===== src/rtl/dmacfg_pkg.sv =====
package dmacfg_pkg;

    localparam int OFF_W       = 3;
    localparam int REGS_PER_CH = 5;

    typedef enum logic [OFF_W-1:0] {
        OFF_PRI = 3'd0,
        OFF_SEC = 3'd1,
        OFF_SRC = 3'd2,
        OFF_DST = 3'd3,
        OFF_CNT = 3'd4
    } cfg_off_e;

    localparam int SEC_RSTAT     = 0;
    localparam int SEC_RCLR      = 1;
    localparam int SEC_WSTAT     = 2;
    localparam int SEC_WCLR      = 3;
    localparam int SEC_FLAG_BITS = 4;

endpackage


===== src/rtl/dmacfg_access.sv =====
module dmacfg_access #(
    parameter int ADDR_W = 5,
    parameter int XLEN   = 32,
    parameter int LAT    = 5
) (
    input  logic              clk,
    input  logic              rst,
    input  logic              req_valid,
    input  logic [ADDR_W-1:0] req_addr,
    input  logic              req_we,
    input  logic [XLEN-1:0]   req_wdata,
    output logic              commit,
    output logic [ADDR_W-1:0] cmt_addr,
    output logic              cmt_we,
    output logic [XLEN-1:0]   cmt_wdata,
    output logic              done
);

    localparam int               CNT_W = $clog2(LAT);
    localparam logic [CNT_W-1:0] LOAD  = CNT_W'(LAT - 2);
    localparam logic [CNT_W-1:0] LAST  = CNT_W'(1);

    typedef struct packed {
        logic [CNT_W-1:0]  cnt;
        logic [ADDR_W-1:0] addr;
        logic              we;
        logic [XLEN-1:0]   wdata;
        logic              done;
    } acc_t;

    acc_t s_d, s_q;

    always_comb begin
        s_d      = s_q;
        s_d.done = 1'b0;
        if (s_q.cnt == '0) begin
            if (req_valid) begin
                s_d.cnt   = LOAD;
                s_d.addr  = req_addr;
                s_d.we    = req_we;
                s_d.wdata = req_wdata;
            end
        end else begin
            s_d.cnt = s_q.cnt - LAST;
            if (s_q.cnt == LAST) begin
                s_d.done = 1'b1;
            end
        end
    end

    always_ff @(posedge clk) begin
        if (rst) begin
            s_q <= '0;
        end else begin
            s_q <= s_d;
        end
    end

    assign commit    = (s_q.cnt == LAST);
    assign cmt_addr  = s_q.addr;
    assign cmt_we    = s_q.we;
    assign cmt_wdata = s_q.wdata;
    assign done      = s_q.done;

endmodule


===== src/rtl/dmacfg_chan.sv =====
module dmacfg_chan
    import dmacfg_pkg::*;
#(
    parameter int XLEN = 32
) (
    input  logic             clk,
    input  logic             rst,
    input  logic             wr_en,
    input  logic [OFF_W-1:0] wr_off,
    input  logic [XLEN-1:0]  wr_data,
    input  logic             rs_evt,
    input  logic             ws_evt,
    input  logic             rs_fin,
    input  logic             ws_fin,
    output logic [XLEN-1:0]  pri_o,
    output logic [XLEN-1:0]  sec_o,
    output logic [XLEN-1:0]  src_o,
    output logic [XLEN-1:0]  dst_o,
    output logic [XLEN-1:0]  cnt_o,
    output logic             rs_pend,
    output logic             ws_pend
);

    localparam int HI_W = XLEN - SEC_FLAG_BITS;

    typedef struct packed {
        logic [XLEN-1:0] pri;
        logic [HI_W-1:0] sec_hi;
        logic [XLEN-1:0] src;
        logic [XLEN-1:0] dst;
        logic [XLEN-1:0] cnt;
        logic            rs;
        logic            ws;
    } chan_t;

    chan_t s_d, s_q;
    logic  sec_wr;
    logic  rs_set, rs_clr, ws_set, ws_clr;

    always_comb begin
        s_d    = s_q;
        sec_wr = wr_en && (wr_off == OFF_SEC);
        if (wr_en) begin
            case (cfg_off_e'(wr_off))
                OFF_PRI: s_d.pri    = wr_data;
                OFF_SEC: s_d.sec_hi = wr_data[XLEN-1:SEC_FLAG_BITS];
                OFF_SRC: s_d.src    = wr_data;
                OFF_DST: s_d.dst    = wr_data;
                OFF_CNT: s_d.cnt    = wr_data;
                default: ;
            endcase
        end
        rs_set = rs_evt || (sec_wr && wr_data[SEC_RSTAT]);
        rs_clr = rs_fin || (sec_wr && wr_data[SEC_RCLR]);
        ws_set = ws_evt || (sec_wr && wr_data[SEC_WSTAT]);
        ws_clr = ws_fin || (sec_wr && wr_data[SEC_WCLR]);
        s_d.rs = !rs_clr && (rs_set || s_q.rs);
        s_d.ws = !ws_clr && (ws_set || s_q.ws);
    end

    always_ff @(posedge clk) begin
        if (rst) begin
            s_q <= '0;
        end else begin
            s_q <= s_d;
        end
    end

    always_comb begin
        sec_o                          = '0;
        sec_o[XLEN-1:SEC_FLAG_BITS]    = s_q.sec_hi;
        sec_o[SEC_RSTAT]               = s_q.rs;
        sec_o[SEC_WSTAT]               = s_q.ws;
    end

    assign pri_o   = s_q.pri;
    assign src_o   = s_q.src;
    assign dst_o   = s_q.dst;
    assign cnt_o   = s_q.cnt;
    assign rs_pend = s_q.rs;
    assign ws_pend = s_q.ws;

endmodule


===== src/rtl/dmacfg_rdmux.sv =====
module dmacfg_rdmux
    import dmacfg_pkg::*;
#(
    parameter int NCH  = 4,
    parameter int XLEN = 32,
    parameter int CH_W = 2
) (
    input  logic [NCH*XLEN-1:0] pri_all,
    input  logic [NCH*XLEN-1:0] sec_all,
    input  logic [NCH*XLEN-1:0] src_all,
    input  logic [NCH*XLEN-1:0] dst_all,
    input  logic [NCH*XLEN-1:0] cnt_all,
    input  logic [CH_W-1:0]     ch,
    input  logic [OFF_W-1:0]    off,
    output logic [XLEN-1:0]     value
);

    always_comb begin
        value = '0;
        if (int'(ch) < NCH) begin
            case (cfg_off_e'(off))
                OFF_PRI: value = pri_all[ch*XLEN +: XLEN];
                OFF_SEC: value = sec_all[ch*XLEN +: XLEN];
                OFF_SRC: value = src_all[ch*XLEN +: XLEN];
                OFF_DST: value = dst_all[ch*XLEN +: XLEN];
                OFF_CNT: value = cnt_all[ch*XLEN +: XLEN];
                default: value = '0;
            endcase
        end
    end

endmodule


===== src/rtl/dmacfg_regfile.sv =====
module dmacfg_regfile
    import dmacfg_pkg::*;
#(
    parameter  int NCH    = 4,
    parameter  int XLEN   = 32,
    parameter  int LAT    = 5,
    localparam int CH_W   = $clog2(NCH),
    localparam int ADDR_W = CH_W + OFF_W
) (
    input  logic                clk,
    input  logic                rst,
    input  logic                req_valid,
    input  logic [ADDR_W-1:0]   req_addr,
    input  logic                req_we,
    input  logic [XLEN-1:0]     req_wdata,
    input  logic [NCH-1:0]      rsync_evt,
    input  logic [NCH-1:0]      wsync_evt,
    input  logic [NCH-1:0]      rsync_fin,
    input  logic [NCH-1:0]      wsync_fin,
    output logic [XLEN-1:0]     rdata,
    output logic                done,
    output logic [NCH*XLEN-1:0] pri_ctl,
    output logic [NCH*XLEN-1:0] sec_ctl,
    output logic [NCH*XLEN-1:0] src_addr,
    output logic [NCH*XLEN-1:0] dst_addr,
    output logic [NCH*XLEN-1:0] xfer_cnt,
    output logic [NCH-1:0]      rsync_pend,
    output logic [NCH-1:0]      wsync_pend
);

    logic              commit;
    logic [ADDR_W-1:0] cmt_addr;
    logic              cmt_we;
    logic [XLEN-1:0]   cmt_wdata;
    logic [CH_W-1:0]   cmt_ch;
    logic [OFF_W-1:0]  cmt_off;
    logic [XLEN-1:0]   rd_val;
    logic [XLEN-1:0]   rd_d, rd_q;

    assign cmt_ch  = cmt_addr[ADDR_W-1:OFF_W];
    assign cmt_off = cmt_addr[OFF_W-1:0];

    dmacfg_access #(
        .ADDR_W (ADDR_W),
        .XLEN   (XLEN),
        .LAT    (LAT)
    ) u_access (
        .clk       (clk),
        .rst       (rst),
        .req_valid (req_valid),
        .req_addr  (req_addr),
        .req_we    (req_we),
        .req_wdata (req_wdata),
        .commit    (commit),
        .cmt_addr  (cmt_addr),
        .cmt_we    (cmt_we),
        .cmt_wdata (cmt_wdata),
        .done      (done)
    );

    for (genvar g = 0; g < NCH; g++) begin : g_chan
        logic wr_en;
        assign wr_en = commit && cmt_we && (cmt_ch == CH_W'(g));

        dmacfg_chan #(
            .XLEN (XLEN)
        ) u_chan (
            .clk     (clk),
            .rst     (rst),
            .wr_en   (wr_en),
            .wr_off  (cmt_off),
            .wr_data (cmt_wdata),
            .rs_evt  (rsync_evt[g]),
            .ws_evt  (wsync_evt[g]),
            .rs_fin  (rsync_fin[g]),
            .ws_fin  (wsync_fin[g]),
            .pri_o   (pri_ctl[g*XLEN +: XLEN]),
            .sec_o   (sec_ctl[g*XLEN +: XLEN]),
            .src_o   (src_addr[g*XLEN +: XLEN]),
            .dst_o   (dst_addr[g*XLEN +: XLEN]),
            .cnt_o   (xfer_cnt[g*XLEN +: XLEN]),
            .rs_pend (rsync_pend[g]),
            .ws_pend (wsync_pend[g])
        );
    end

    dmacfg_rdmux #(
        .NCH  (NCH),
        .XLEN (XLEN),
        .CH_W (CH_W)
    ) u_rdmux (
        .pri_all (pri_ctl),
        .sec_all (sec_ctl),
        .src_all (src_addr),
        .dst_all (dst_addr),
        .cnt_all (xfer_cnt),
        .ch      (cmt_ch),
        .off     (cmt_off),
        .value   (rd_val)
    );

    always_comb begin
        rd_d = rd_q;
        if (commit) begin
            rd_d = cmt_we ? '0 : rd_val;
        end
    end

    always_ff @(posedge clk) begin
        if (rst) begin
            rd_q <= '0;
        end else begin
            rd_q <= rd_d;
        end
    end

    assign rdata = rd_q;

endmodule


===== config.mk =====
export PLATFORM = sky130hd
export DESIGN_NAME = dmacfg_regfile
export DESIGN_NICKNAME = d
export VERILOG_FILES = /design/src/rtl/dmacfg_pkg.sv /design/src/rtl/dmacfg_access.sv /design/src/rtl/dmacfg_chan.sv /design/src/rtl/dmacfg_rdmux.sv /design/src/rtl/dmacfg_regfile.sv
export SDC_FILE = /design/constraint.sdc
export NUM_CORES = 2
export LEC_CHECK = 0
export BUFFER_PORTS_ARGS = -buffer_cell sky130_fd_sc_hd__clkbuf_2
export CAP_MARGIN = 20
export CORE_AREA = 4 4 287 289
export CTS_BUF_LIST = sky130_fd_sc_hd__clkbuf_16
export DETAILED_ROUTE_END_ITERATION = 7
export DIE_AREA = 0 0 291 293
export HOLD_SLACK_MARGIN = 0.08
export PLACE_DENSITY_LB_ADDON = 0.15
export SYNTH_ARGS = -nofsm -noshare
export SYNTH_HDL_FRONTEND = slang
export SYNTH_SLANG_ARGS = --single-unit

===== constraint.sdc =====
create_clock -name clk -period 1.95 [get_ports clk]
set_input_delay 0.0975 -clock clk [delete_from_list [all_inputs] [get_ports clk]]
set_output_delay 0.0975 -clock clk [all_outputs]
set_load 0.005 [all_outputs]

==> reports/results.txt <==
Drt pass-1 iters = 6
Finish-stage setup viols = 626
Top cell type by total area after synthesis = dfxtp_1
Critical Path AT = 2750 ps
Area growth syn-to-layout = 42.9%
Max Cap Viol = 0
Combinational power share = 0.168
Layout cells sized above 1 = 0.332
Tmin final = 2190 ps
Rel. slew slack = 0.470
PwrDens = 818 mW/mm²
Mapped Cells = 3892
Worst Setup End Kind = register
Die H = 293 µm
Vias per inst = 5.83
CTS tree = built
Area contributors post-synth = dfxtp_1, nand2_1, a21oi_1
# IOs = 738
Net Sw Frac = 0.293
Max VDD drop = 0.620 mV
Cell Chain, Critical Path = buf_12 > buf_12 > buf_16 > or3_4 > buf_6 > nor2_4 > buf_12 > clkbuf_16 > nand2_1 > a21oi_2
Chip width = 291 µm
Reg2Reg Capture Point = g_chan[0].u_chan.pri_o[0]$_SDFFE_PP0P_
Post-synth top flop = dfxtp_1
Synth cell count leaders = nand2_1, a21oi_1, dfxtp_1
Worst min-delay path class = primary input to register
CTS sink count = 706
R2R Setup Slk = -240 ps
Drt drc = 0
Placed Cells = 5624
Slew @ Worst Pin = 795 ps
Seq/Total Area, Yosys = 0.462
Clk_skew = 29.7 ps
Setup CP Type = register to register
R2r startpoint = u_access.cmt_addr[0]$_SDFFE_PP0P_
Worst Setup EP = g_chan[0].u_chan.pri_o[0]$_SDFFE_PP0P_
Initial DRC Count = 4015
Vias in the first global route = 31.4k
Reg2reg path depth = 10
NetSw = 10.5 mW
Nets = 4878
CP max-delay cell = or3_4
Critical Path RT = 2510 ps
Initial Util = 0.383
YS warnings = 0
Max Fclk = 457 MHz
EDFF count, synth = 0
Max FO, Critical Path = 11
Pleak = 16.9 nW
Worst skew pair latency = 650 ps
FFs w/ async S/R, synth = 0
Final HPWL DP = 119000 µm
Via count = 34.7k
Row count = 104
Fin. Hold Viols = 0
Final worst-path cycle share = 1.12
Synth unique cells = 64
#FFs+latches synth = 706
Grt total ovfl = 0
Sequential Power Share = 0.413
Die area = 0.0853 mm²
GRT Total Usage = 0.377
Status = complete, but fails checks
Crit path largest cell delay = 430 ps
Post-Syn Area per Cell = 7.87 µm²
First-pass GRT wire length = 237000 µm
CORE AREA = 0.0799 mm²
Worst-path clk slew = 60 ps
Worst Hold Launch = wsync_fin[3]
Post-DP Area = 0.0378 mm²
Buffers on Ports = 729
Global placement routability congestion = 0.940
Yosys top cell area share = 0.462
Worst setup margin = -239 ps
Failing checks = negative setup slack
Clk network pwr share = 0.419
Post-route ant nets = 0
Placement Setup Slack = -331 ps
Max-slew violations = 0
Startpoint types = register
CP dominant cell by count = buf_12
TritonCTS buffer count = 80
RSZ-0062 raised after global routing = yes
Final WL = 177000 µm
Initial antenna violation count = 4
Design area = 0.0438 mm²
Worst-case clock buffer depth = 3
Layout Cells excl Fill = 5945
Critical path origin = u_access.cmt_addr[0]$_SDFFE_PP0P_
Count leader, synth = nand2_1
Internal power = 25.3 mW
Average wire per standard cell = 29.8 µm
Largest net degree at the start of global routing = 148
CTS H-tree depth = 3
CTS root buffer = clkbuf_16
Post-Syn Area = 0.0306 mm²
## area by class of cell
type                       instances  area, µm²
multi-input combinational       2790      15900
fill                            7540      36100
sequential                       706      14200
antenna                            2       5.00
timing repair buffer            1231       9810
tap                             1060       1330
inverter                           8       30.0
clock inverter                    65        480
clock buffer                      83       2080
## worst max-delay path: cells and delay by family (launching register included)
family,cells,cell delay [ps]
buffers and inverters,6,940
and+or+nand+nor,3,650
DFF,1,350
AOI/OAI and AO/OA,1,160
## registers in the layout (all words and copies together) (netlist names)
register,count
g_chan.u_chan.pri_o,128
g_chan.u_chan.cnt_o,128
u_access.cmt_addr,5
g_chan.u_chan.dst_o,128
g_chan.u_chan.ws_pend,4
u_access.s_q,3
u_access.done,1
g_chan.u_chan.rs_pend,4
g_chan.u_chan.src_o,128
g_chan.u_chan.sec_o,112
rdata,32
u_access.cmt_wdata,32
u_access.cmt_we,1
## stage by stage
stage | hold slack, ps | setup TNS [ps] | util | power (mW)
detailed placement | 270 | -73770 | 0.473 | 20.1
global placement | 265 | -55920 | 0.473 | 20.1
CTS | 149 | -23710 | 0.529 | 35.5
global route | 170 | -81370 | 0.548 | 36.6
floorplan | 174 | 0 | - | 17.3
finish | 172 | -50460 | 0.548 | 35.8
## cell usage in the layout, fill, tap and decap left out, types with 21 or more instances in the layout
cell | synthesis | routed
nand2_1 | 1431 | 1376
clkbuf_2 | 0 | 728
dfxtp_1 | 706 | 698
a21oi_1 | 736 | 658
buf_4 | 36 | 252
buf_12 | 0 | 110
clkbuf_16 | 0 | 105
mux2i_1 | 92 | 90
a21oi_2 | 0 | 77
mux4_2 | 71 | 71
dlygate4sd3_1 | 0 | 56
nor2_1 | 71 | 45
o21ai_0 | 64 | 42
buf_6 | 2 | 40
nand2_2 | 0 | 34
o221ai_1 | 36 | 28
inv_1 | 8 | 24
nor2_4 | 0 | 21
clkinv_1 | 0 | 21
## power by group through the flow
stage / clock network (mW) / logic, mW / registers (mW)
after floorplan: 0 / 2.32 / 15.0
after global placement: 0 / 5.02 / 15.1
after detailed placement: 0 / 5.02 / 15.1
after CTS: 15.0 / 5.66 / 14.8
after global routing: 15.7 / 6.14 / 14.8
final: 15.0 / 6.02 / 14.8
## metal layers
layer | vias up | track usage | wire length (µm)
met2 | 2287 | 0.590 | 78400
li1 | 15011 | - | -
met4 | 4 | 0.163 | 10900
met5 | - | 0 | 33
met1 | 16850 | 0.504 | 69100
met3 | 504 | 0.0832 | 18600
## worst min path at each step
stage | slack (ps) | cells after the start | endpoint
2_1_floorplan | 170 | 1 | g_chan[0].u_chan.rs_pend$_SDFF_PP0_
3_3_place_gp | 270 | 2 | g_chan[2].u_chan.rs_pend$_SDFF_PP0_
3_5_place_dp | 270 | 2 | g_chan[2].u_chan.rs_pend$_SDFF_PP0_
4_1_cts | 150 | 3 | g_chan[2].u_chan.rs_pend$_SDFF_PP0_
5_1_grt | 170 | 3 | g_chan[3].u_chan.ws_pend$_SDFF_PP0_
6_report | 170 | 3 | g_chan[3].u_chan.ws_pend$_SDFF_PP0_
## kinds of logic after synthesis
kind of cell               Yosys count  synth area share
buffers and inverters              403            0.0586
muxes                              183            0.0897
other                                1          0.000122
AOI/OAI and AO/OA                 1001             0.184
adders and majority gates            4           0.00163
and+or+nand+nor                   1594             0.205
DFF                                706             0.462
## timing repair
item | in CTS | in global routing
pin swaps | 45 | 53
cloned | 12 | 25
hold endpoints to repair | 58 | 0
endpoints found under the setup margin | 662 | 665
buffers inserted | 56 | 31
resized for setup | 153 | 184
hold buffers | 56 | 0
No activity file was read; power rests on OpenSTA's default activity.
